### src/rtl/pwr_ctrl_pkg.sv
package pwr_ctrl_pkg;
  localparam int NCH   = 8;   // total channels
  localparam int NREG  = 5;   // regulators occupy indices 0..NREG-1
  localparam int BIGSW = NREG; // index of the large switch
  localparam int CBW   = 8;   // control byte width

  // Control byte bit that requests channel ch; -1 means the pin alone drives it.
  function automatic int ctrl_bit_of(input int ch);
    case (ch)
      0: return 7;
      3: return 4;
      4: return 3;
      5: return 2;
      6: return 1;
      7: return 0;
      default: return -1;
    endcase
  endfunction

  localparam int LVL_BIT = 5; // regulator D level select
endpackage

### src/rtl/pwr_ctrl_map.sv
module pwr_ctrl_map
  import pwr_ctrl_pkg::*;
(
  input  logic [CBW-1:0] ctrl_byte,
  input  logic           ext_en,
  output logic [NCH-1:0] request
);
  logic unused_spare;
  assign unused_spare = ctrl_byte[6];

  for (genvar ch = 0; ch < NCH; ch++) begin : g_map
    localparam int BIT = ctrl_bit_of(ch);
    if (BIT < 0) begin : g_pin
      assign request[ch] = ext_en;
    end else begin : g_byte
      assign request[ch] = ext_en & ctrl_byte[BIT];
    end
  end
endmodule

### src/rtl/pwr_therm_latch.sv
module pwr_therm_latch #(
  parameter int TW   = 8,
  parameter int TRIP = 160,
  parameter int REC  = 130
) (
  input  logic          clk,
  input  logic          rst,
  input  logic [TW-1:0] temp,
  output logic          hot_next,
  output logic          hot_q
);
  localparam logic [TW-1:0] TRIP_C = TW'(TRIP);
  localparam logic [TW-1:0] REC_C  = TW'(REC);

  always_comb begin
    if (temp >= TRIP_C)     hot_next = 1'b1;
    else if (temp <= REC_C) hot_next = 1'b0;
    else                    hot_next = hot_q;
  end

  always_ff @(posedge clk) begin
    if (rst) hot_q <= 1'b0;
    else     hot_q <= hot_next;
  end

  // R5 and R6 share this latch; the window comes from the parameters
  p_trip_sets_r5: assert property (@(posedge clk) disable iff (rst)
    (temp >= TRIP_C) |=> hot_q);
  p_recover_clears_r5: assert property (@(posedge clk) disable iff (rst)
    (temp <= REC_C) |=> !hot_q);
  p_hold_window_r5: assert property (@(posedge clk) disable iff (rst)
    (temp > REC_C && temp < TRIP_C) |=> $stable(hot_q));
endmodule

### src/rtl/pwr_enable_ctrl.sv
module pwr_enable_ctrl
  import pwr_ctrl_pkg::*;
#(
  parameter int TW        = 8,
  parameter int STD_TRIP  = 160,
  parameter int STD_REC   = 130,
  parameter int BIG_TRIP  = 170,
  parameter int BIG_REC   = 120
) (
  input  logic              clk,
  input  logic              rst,
  input  logic [CBW-1:0]    ctrl_byte,
  input  logic              ext_en,
  input  logic [NCH*TW-1:0] temp_code,
  input  logic              ovp,
  input  logic [NCH-1:0]    ilim,
  output logic [NCH-1:0]    chan_en,
  output logic              rail_d_high,
  output logic [NCH-1:0]    therm_flag,
  output logic [NCH-1:0]    ilim_flag,
  output logic              ov_flag
);
  logic [NCH-1:0] request;
  logic [NCH-1:0] hot_next;

  pwr_ctrl_map u_map (
    .ctrl_byte (ctrl_byte),
    .ext_en    (ext_en),
    .request   (request)
  );

  for (genvar ch = 0; ch < NCH; ch++) begin : g_therm
    localparam int TRIP = (ch == BIGSW) ? BIG_TRIP : STD_TRIP;
    localparam int REC  = (ch == BIGSW) ? BIG_REC  : STD_REC;
    pwr_therm_latch #(.TW(TW), .TRIP(TRIP), .REC(REC)) u_latch (
      .clk      (clk),
      .rst      (rst),
      .temp     (temp_code[ch*TW +: TW]),
      .hot_next (hot_next[ch]),
      .hot_q    (therm_flag[ch])
    );
  end

  // current limiting is reported only; it never gates an enable
  always_ff @(posedge clk) begin
    if (rst) begin
      chan_en     <= '0;
      rail_d_high <= 1'b0;
      ilim_flag   <= '0;
      ov_flag     <= 1'b0;
    end else begin
      chan_en     <= ovp ? '0 : (request & ~hot_next);
      rail_d_high <= ctrl_byte[LVL_BIT];
      ilim_flag   <= ilim;
      ov_flag     <= ovp;
    end
  end

  p_ov_off_r8: assert property (@(posedge clk) disable iff (rst)
    ovp |=> (chan_en == '0 && ov_flag));
  p_pin_gate_r2: assert property (@(posedge clk) disable iff (rst)
    !ext_en |=> (chan_en == '0));
  p_hot_off_r7: assert property (@(posedge clk) disable iff (rst)
    (chan_en & therm_flag) == '0);
  p_level_r4: assert property (@(posedge clk) disable iff (rst)
    1'b1 |=> (rail_d_high == $past(ctrl_byte[LVL_BIT])));
endmodule

### config.mk
export PLATFORM = sky130hd
export DESIGN_NAME = pwr_enable_ctrl
export DESIGN_NICKNAME = d
export VERILOG_FILES = /design/src/rtl/pwr_ctrl_pkg.sv /design/src/rtl/pwr_ctrl_map.sv /design/src/rtl/pwr_therm_latch.sv /design/src/rtl/pwr_enable_ctrl.sv
export SDC_FILE = /design/constraint.sdc
export NUM_CORES = 1
export LEC_CHECK = 0
export BUFFER_PORTS_ARGS = -buffer_cell sky130_fd_sc_hd__buf_2
export CAP_MARGIN = 20
export CORE_MARGIN = 2
export CORE_UTILIZATION = 35
export CTS_CLUSTER_SIZE = 24
export DETAILED_ROUTE_END_ITERATION = 7
export PLACE_DENSITY = 0.92
export SLEW_MARGIN = 40
export SYNTH_ARGS = -nofsm -noshare
export SYNTH_HDL_FRONTEND = slang
export SYNTH_SLANG_ARGS = --single-unit
### constraint.sdc
create_clock -name clk -period 2.3 [get_ports clk]
set_input_delay 0.345 -clock clk [delete_from_list [all_inputs] [get_ports clk]]
set_output_delay 0.345 -clock clk [all_outputs]
set_load 0.03 [all_outputs]
== Word level (Yosys, flattened, before mapping) ==
Cells that the tools add are included.
Word-level totals
  output and inout bits: 26
  logic and storage cells: 53
  input bits: 84
  bits in registers: 26
Cells by class
  bitwise gates (word level): 8
  mux-type cells: 16
  $lt $le $gt $ge: 16
  reduce and logical (&&, ||, !) cells: 1
Operator list (count)
  $ge A8 B8 Y1 const B: 8
  $le A8 B8 Y1 const B: 7
  $mux W1: 16
  $and A8 B8 Y8: 1
  $le A8 B7 Y1 const B: 1
  $not A8 Y8: 1
  $and A1 B1 Y1: 6
  $reduce_or A2 Y1: 1

== Longest topological paths before layout ==
Gate-level depths: netlist of the first run.
  depth after elaboration: 5
  mapped depth: 3
  mapped depth without buffers: 3

== Hierarchy ==
A second synthesis of the first run with hierarchy kept.
Unflattened totals
  cells, all modules: 100
  area, all modules: 1094.8 um2
By module, submodules not included
  pwr_enable_ctrl: instances 1, area each 576.8 um2, cells an instance 38, sequential area each 360.3 um2
  pwr_therm_latch (g_therm[0].u_latch ...): instances 7, area each 52.6 um2, cells an instance 6, sequential area each 20.0 um2
  pwr_therm_latch (g_therm[5].u_latch): instances 1, area each 97.6 um2, cells an instance 12, sequential area each 20.0 um2
  pwr_ctrl_map: instances 1, area each 52.6 um2, cells an instance 8, sequential area each 0.0 um2

== Worst setup path after synthesis of the first run ==
Ideal clock, no wire load.
  kind: input to register
  start: input port temp_code[41]
  end: register chan_en[5]
  data required time: 2.240 ns
  setup time: 0.060 ns
  setup slack: 1.143 ns
  arrival: 1.097 ns
  stages on the path: 3
  cell sequence: or4_1 -> nand4_1 -> and3b_1
Between the ends
  word-level cells in the longest chain between the ends: 5
  elaborated cells on any way between the ends: 6
  classes of those cells: 2 x order compare; 2 x mux; 2 x bitwise
RTL lines
  start, declared: RTL line pwr_enable_ctrl.sv:14  | input logic [NCH*TW-1:0] temp_code,
  $le A8 B7 Y1: RTL line pwr_therm_latch.sv:17  | else if (temp <= REC_C) hot_next = 1'b0;
  $mux W1: RTL line pwr_therm_latch.sv:17
  $mux W1 (*): RTL line pwr_therm_latch.sv:16  | if (temp >= TRIP_C) hot_next = 1'b1;
  $not A8 Y8 (*): RTL line pwr_enable_ctrl.sv:52  | chan_en <= ovp ? '0 : (request & ~hot_next);
  $and A8 B8 Y8 (*): RTL line pwr_enable_ctrl.sv:52
  end signal, assigned: RTL line pwr_enable_ctrl.sv:52
  end, declared: RTL line pwr_enable_ctrl.sv:17  | output logic [NCH-1:0] chan_en,
Mark *: on every way between the ends. The rest lies on a longest branch, timed or not.
A chain may end at the register's enable or synchronous reset.

== Worst setup path in the final report of the first run ==
  start: register g_therm[5].u_latch.hot_q
  end: output port therm_flag[5]
RTL lines
  start, declared: RTL line pwr_therm_latch.sv:10  | output logic hot_q
  start signal, assigned: RTL line pwr_therm_latch.sv:23  | else hot_q <= hot_next;
  end, declared: RTL line pwr_enable_ctrl.sv:19  | output logic [NCH-1:0] therm_flag,
No word-level cell between the ends.

==> metrics.cfg, run 1 <==
[pwr]
ir_worst_vdd_uv = 504.4
leakagePower_nw = 0.8047
p_per_area_mw_per_mm2 = 623.5
fin_total_pwr_mw = 0.9557

[drt]
detail_route.wl_per_cell_um = 11.19
drc = 0
vias_per_cell = 4.698
num_vias = 1090
drt_iter0_drc = 15
routed_wl_mm = 2.597
detail-route-antenna-nets = 0
first_pass_iters = 4

[finish]
final_util = 0.5706
layout_commonest_cell = buf_2
mostFrequentLayoutCells = buf_2, dfxtp_1, nor2b_1, o21ai_0, nand2_1
drive_gt1_frac = 0.5622
fillers = 282
regArea_sq_um = 520.5
design_area_sq_mm = 0.001533
synthToLayoutAreaGrowth_pct = 58.88
diodes = 0
nets = 286
multi_input_area_sq_um = 380.4

[place]
gp_congestion = 0.7074
place_area_sq_mm = 0.001480
dp_hpwl_mm = 2.259
pre_cts_ws_ns = 0.9256
port_buffers = 108

[grt]
grt_max_degree = 20
grt_pass1_vias = 1082
grt_pass1_wl_mm = 4.167
grtUsageTotal = 0.1627
grt_overflow = 0
antenna_found_initial = 0

[synthesis]
synth.distinct_cells = 17
synth-async-reset-ratio = 0
avgSynthCellArea_sq_um = 9.844
synth_edf_count = 0
syn_area_sq_um = 964.7
yosysTopAreaCell = dfxtp_1
synth-seq-cells = 26
synth_top_flop_cell = dfxtp_1
syn_inst = 98
yosysTopAreaCellShare = 0.5396
synth_nets = 182
yosysSeqAreaShare = 0.5396
yosys-top-cells-area = dfxtp_1, nor2b_1, o21ai_0
yosys_warnings = 0

[clock_network]
clk_pin_slew_ns = 0.14
cts-root-buf = clkbuf_4
cts_sinks = 26
clock_latency_ns = 0.31
htree_levels = 1
postCtsSetupRepairBufs = 0
cts_hold_buf = 0
cts_buffers = 3
post_cts_resized = 0
clockBufferDepth = 2
tritoncts = done

[sta]
tns_ns = 0
finalWorstSetupSlack_ns = 1.054
period_needed_ns = 1.246
worst_pin_slew_ns = 0.4119
rsz0062_at_grt = false
maxClockFrequency_mhz = 802.5
clock_skew_ns = 0.01234
slew_viol_final = 0
min_period_over_period = 0.5418
hold_viol_final = 0
maxSlewHeadroom = 0.7183
setup_viol = 0

[worst_setup_path]
critPathBufInv = 1
cp-start-kind = flop
cp_slowest_cell = dfxtp_1
end_kind = primary output
cp.arrival_ns = 0.90
path_class = reg -> out
cpPeakStageDelay_ns = 0.38
crit_family = flip-flops
cp_max_fo = 3
required_ns = 1.96
cp_cell_sequence = buf_2

[floorplan]
start_util = 0.3591
std_cell_rows = 19
die_area_sq_mm = 0.003192
io_pins = 110
fp.dieW_um = 56.50
die_h_um = 56.50
coreArea_sq_mm = 0.002686

[min_path]
hold_path_class = in -> reg

[outcome]
status = completed

[run]
drv_cap = 0

## registers in the layout, summed over array words and instances (netlist names)
name                   cells
chan_en                    8
g_therm.u_latch.hot_q      8
ilim_flag                  8
ov_flag                    1
rail_d_high                1
## cell type report
class | instances | share of cell area
Timing Repair Buffer | 108 | 0.3527
Sequential cell | 26 | 0.3396
Multi-Input combinational cell | 63 | 0.2482
Tap cell | 31 | 0.02531
Clock inverter | 1 | 0.01959
Clock buffer | 3 | 0.01469
## synth_stat cells, drive strengths merged, types with 3 or more instances
master,count
a2111oi,7
buf,8
dfxtp,26
nand2,8
nor2,3
nor2b,17
nor3b,5
o21ai,15
## per-stage QoR
step	hold slack, ns	instances
2_1_floorplan	0.4166	98
4_1_cts	0.2193	232
3_5_place_dp	0.5593	228
3_3_place_gp	0.5419	228
6_report	0.2287	232
5_1_grt	0.2244	232
## worst paths after layout
path,start,to,slack (ns),cells after the start
setup / recovery,g_therm[5].u_latch.hot_q,therm_flag[5],1.05,1
hold / removal,ilim[4],ilim_flag[4],0.23,2
setup reg to reg,g_therm[5].u_latch.hot_q,chan_en[5],1.29,3
hold reg to reg,g_therm[2].u_latch.hot_q,chan_en[2],0.58,3
## kinds of logic after synthesis
logic type / count (synthesis) / share of synthesized area
flip-flops: 26 / 0.5396
AND/OR/NAND/NOR: 38 / 0.2283
AO/OA/AOI/OAI: 25 / 0.1660
buffers and inverters: 9 / 0.06615
## power by group
group	switching, mW	internal [mW]	total (mW)
registers	0.00763	0.472	0.480
clock network	0.126	0.176	0.302
logic	0.0911	0.0829	0.174
## layer usage
| layer | up-vias | routed length (um) | global-route usage |
|---|---|---|---|
| li1 | 545 | - | - |
| met1 | 489 | 875 | 0.1521 |
| met2 | 52 | 1490 | 0.3405 |
| met3 | 4 | 193 | 0.02304 |
| met4 | 0 | 38 | 0.06122 |
| met5 | - | 0 | 0 |
Power figures use the tool's default switching activity.
==> run 2, diff against run 1 <==
--- a/config.mk
+++ b/config.mk
@@ -8,10 +8,10 @@
 export BUFFER_PORTS_ARGS = -buffer_cell sky130_fd_sc_hd__buf_2
 export CAP_MARGIN = 20
 export CORE_MARGIN = 2
-export CORE_UTILIZATION = 35
+export CORE_UTILIZATION = 33
 export CTS_CLUSTER_SIZE = 24
 export DETAILED_ROUTE_END_ITERATION = 7
-export PLACE_DENSITY = 0.92
+export PLACE_DENSITY = 0.88
 export SLEW_MARGIN = 40
 export SYNTH_ARGS = -nofsm -noshare
 export SYNTH_HDL_FRONTEND = slang
==> constraint.sdc (replaced) <==
create_clock -name clk -period 1.2 [get_ports clk]
set_input_delay 0.18 -clock clk [delete_from_list [all_inputs] [get_ports clk]]
set_output_delay 0.18 -clock clk [all_outputs]
set_load 0.03 [all_outputs]
==> run 2 against run 1 <==
Compared with the run above:
- cell area decreased by 1.5%
- hold slack worse by 0.16 ns
- flip-flop and latch count stayed put
- non-clock buffer count up 1
- sequential power increased by 91%
- critical path type unchanged
- critical endpoint unchanged
==> metrics.cfg, run 2 (synthesis results as in run 1) <==
[worst_setup_path]
cp.arrival_ns = 0.87
end_kind = primary output
r2r_setup_slack_ns = 0.20
required_ns = 1.02
cp_cell_sequence = buf_2
cpPeakStageDelay_ns = 0.36
cp_max_fo = 3
cp-start-kind = flop
crit_family = flip-flops
critPathBufInv = 1
path_class = reg -> out
cp_slowest_cell = dfxtp_1

[sta]
tns_ns = 0
slew_viol_final = 0
hold_viol_final = 0
min_period_over_period = 0.8785
setup_viol = 0
worst_pin_slew_ns = 0.3803
maxSlewHeadroom = 0.7399
clock_skew_ns = 0.006870
period_needed_ns = 1.054
maxClockFrequency_mhz = 948.6
rsz0062_at_grt = false

[drt]
vias_per_cell = 4.582
routed_wl_mm = 2.658
first_pass_iters = 3
drt_iter0_drc = 7
num_vias = 1063
drc = 0
detail_route.wl_per_cell_um = 11.46
detail-route-antenna-nets = 0

[grt]
grt_overflow = 0
grt_pass1_wl_mm = 4.057
antenna_found_initial = 0
grt_max_degree = 19
grtUsageTotal = 0.1547
grt_pass1_vias = 1035

[finish]
final_util = 0.5476
synthToLayoutAreaGrowth_pct = 56.55
nets = 287
diodes = 0
mostFrequentLayoutCells = buf_2, dfxtp_1, nor2b_1, o21ai_0, nand2_1
layout_commonest_cell = buf_2
reg.largest.list = chan_en (8), g_therm.u_latch.hot_q (8), ilim_flag (8)
fillers = 273
drive_gt1_frac = 0.5622

[place]
dp_hpwl_mm = 2.249
gp_congestion = 0.7018
port_buffers = 108

[floorplan]
start_util = 0.3498
die_area_sq_mm = 0.003372
die_h_um = 58.07
fp.dieW_um = 58.07
coreArea_sq_mm = 0.002758
io_pins = 110
std_cell_rows = 19

[clock_network]
htree_levels = 1
clk_pin_slew_ns = 0.13
clock_latency_ns = 0.31
clockBufferDepth = 2
cts_buffers = 3
cts_sinks = 26
postCtsSetupRepairBufs = 0
cts_hold_buf = 0
cts-root-buf = clkbuf_4
tritoncts = done
post_cts_resized = 0

[pwr]
ir_worst_vdd_uv = 829.5
p_per_area_mw_per_mm2 = 1064
leakagePower_nw = 0.7953

[run]
drv_cap = 0

[outcome]
status = completed

[min_path]
hold_path_class = in -> reg

run 2: cell types whose count changed in the layout (fill, tap and decap cells not counted):
| cell | before | now |
|---|---|---|
| bufinv_16 | 1 | 0 |
| buf_4 | 0 | 1 |
run 2: report_power, final:
part	internal, mW	switching [mW]
logic	0.161	0.176
registers	0.905	0.0141
clock network	0.117	0.234
run 2: layout make-up:
type | instances | area (sq um) | area share
Timing Repair Buffer | 109 | 548.0 | 0.3629
Tap cell | 31 | 38.79 | 0.02568
Clock buffer | 3 | 22.52 | 0.01491
Multi-Input combinational cell | 63 | 380.4 | 0.2519
Sequential cell | 26 | 520.5 | 0.3447
run 2: per-layer routing:
layer,vias to the layer above,GRT usage,part of all wire
met5,-,0,0
met4,0,0.05980,0
met3,0,0.01786,0.078
met2,51,0.3279,0.56
met1,467,0.1450,0.36
li1,545,-,-
run 2: final timing paths:
| path | depth (start not counted) | start | to |
|---|---|---|---|
| worst max register to register | 3 | g_therm[5].u_latch.hot_q | chan_en[5] |
| worst min register to register | 3 | g_therm[1].u_latch.hot_q | chan_en[1] |
| worst min-delay path | 2 | ilim[6] | ilim_flag[6] |
| worst max-delay path | 1 | g_therm[5].u_latch.hot_q | therm_flag[5] |
run 2: through the flow:
step	setup slack (ns)	cell area [sq um]	instances	total power [mW]	hold slack, ns
after global placement	0.01906	1488	229	1.269	0.3868
after floorplan	0.2079	964.7	98	1.114	0.2516
after CTS	0.1285	1510	232	1.635	0.05275
after global routing	0.07508	1510	232	1.706	0.04783
after detailed placement	0.02010	1488	229	1.279	0.3945
final	0.1458	1510	232	1.607	0.06875
==> run 3, diff against run 2 <==
==> constraint.sdc (replaced) <==
create_clock -name clk -period 1.2 [get_ports clk]
set_input_delay 0.12 -clock clk [delete_from_list [all_inputs] [get_ports clk]]
set_output_delay 0.12 -clock clk [all_outputs]
set_load 0.03 [all_outputs]
==> run 3 against run 2 <==
Compared with the run above:
- via count up 2.1%
- register-to-register slack is essentially flat
- hold slack worse by 0.054 ns
- cell count is 1.3% higher
- power is 0.22% higher
- flip-flop and latch count stayed put
- combinational power grew 2%
- cell area is 2.0% higher
- worst setup slack better by 0.063 ns
- sequential share of layout area decreased by 0.67 points
- utilization increased by 1.1 points
- critical path type is now reg -> reg
==> metrics.cfg, run 3 (synthesis results as in run 1) <==
[clock_network]
cts-root-buf = clkbuf_4
clock_latency_ns = 0.31
htree_levels = 1
clockBufferDepth = 2
clk_pin_slew_ns = 0.13
cts_sinks = 26
postCtsSetupRepairBufs = 0
cts_buffers = 3
cts_hold_buf = 2
post_cts_resized = 0
tritoncts = done

[grt]
grt_pass1_wl_mm = 3.967
grt_overflow = 0
grt_max_degree = 19
grtUsageTotal = 0.1518
grt_pass1_vias = 998
antenna_found_initial = 0

[floorplan]
fp.dieW_um = 58.07
coreArea_sq_mm = 0.002758
die_area_sq_mm = 0.003372
die_h_um = 58.07
io_pins = 110
start_util = 0.3498
std_cell_rows = 19

[worst_setup_path]
cp-start-kind = flop
cp_max_fo = 3
cp.arrival_ns = 1.25
path_class = reg -> reg
end_kind = flop
required_ns = 1.46

[outcome]
status = completed

[drt]
drt_iter0_drc = 13
top_layer_used = met4
dr_wl_met2_mm = 1.500
wl_met1_um = 972
first_pass_iters = 4
vias_per_cell = 4.617
detail_route.wl_per_cell_um = 11.43
routed_wl_mm = 2.685
detail-route-antenna-nets = 0
drc = 0
num_vias = 1085
met3_wirelength_um = 195

[pwr]
ir_worst_vdd_uv = 840.9
p_per_area_mw_per_mm2 = 1046
leakagePower_nw = 0.8079

[sta]
holdWs_ns = 0.01481
maxClockFrequency_mhz = 1009
rsz0062_at_grt = false
maxSlewHeadroom = 0.7149
finalWorstSetupSlack_ns = 0.2085
clock_skew_ns = 0.002613
tns_ns = 0
slew_viol_final = 0
period_needed_ns = 0.9915
setup_viol = 0
hold_viol_final = 0
min_period_over_period = 0.8263
worst_pin_slew_ns = 0.4169

[finish]
synthToLayoutAreaGrowth_pct = 59.66
nets = 290
drive_gt1_frac = 0.5539
fillers = 260
mostFrequentLayoutCells = buf_2, dfxtp_1, nor2b_1, o21ai_0, nand2_1
regArea_sq_um = 520.5
final_cells = 235
diodes = 0
reg.largest.list = chan_en (8), g_therm.u_latch.hot_q (8), ilim_flag (8)
layout_commonest_cell = buf_2
multi_input_area_sq_um = 380.4

[place]
gp_congestion = 0.7019
pre_cts_ws_ns = 0.07525
port_buffers = 108
dp_hpwl_mm = 2.270
dp.cells = 229

[min_path]
hold_path_class = in -> reg

[run]
drv_cap = 0

## run 3: cell count changes in the layout (fill, tap and decap cells not counted), sizes merged
cell,previous run,this run
dlygate4sd3,0,3
## run 3: layout make-up
cell class,instances,area share
Tap cell,31,0.02518
Clock buffer,3,0.01462
Timing Repair Buffer,112,0.3753
Multi-Input combinational cell,63,0.2470
Sequential cell,26,0.3379
## run 3: final timing paths
check	start	to	slack (ns)	depth (start not counted)
worst min register to register	g_therm[2].u_latch.hot_q	chan_en[2]	0.57	3
worst max-delay path	g_therm[5].u_latch.hot_q	chan_en[5]	0.21	3
worst min-delay path	ilim[4]	ilim_flag[4]	0.01	2
worst max register to register	g_therm[5].u_latch.hot_q	chan_en[5]	0.21	3
## run 3: per-stage QoR
| stage | cell area [sq um] | total power, mW | util |
|---|---|---|---|
| floorplan | 964.7 | 1.114 | - |
| global placement | 1488 | 1.269 | 0.5395 |
| detailed placement | 1488 | 1.279 | 0.5395 |
| CTS | 1530 | 1.636 | 0.5549 |
| global route | 1540 | 1.711 | 0.5585 |
| finish | 1540 | 1.611 | 0.5585 |
## run 3: where the power goes
part	total, mW	switching (mW)	internal [mW]
clock	0.347	0.230	0.117
combinational	0.344	0.177	0.167
sequential	0.920	0.0146	0.905
total	1.61	0.421	1.19
## run 3: critical path, stage by stage (launching register included)
cell and delay (ns):
dfxtp_1 0.34, a211o_1 0.22, o21ai_0 0.21, and3b_1 0.18
## run 3: layer usage
metal | up-vias | track usage
met2 | 55 | 0.3052
met3 | 2 | 0.01563
li1 | 553 | -
met4 | 0 | 0.06312
met5 | - | 0
met1 | 475 | 0.1556
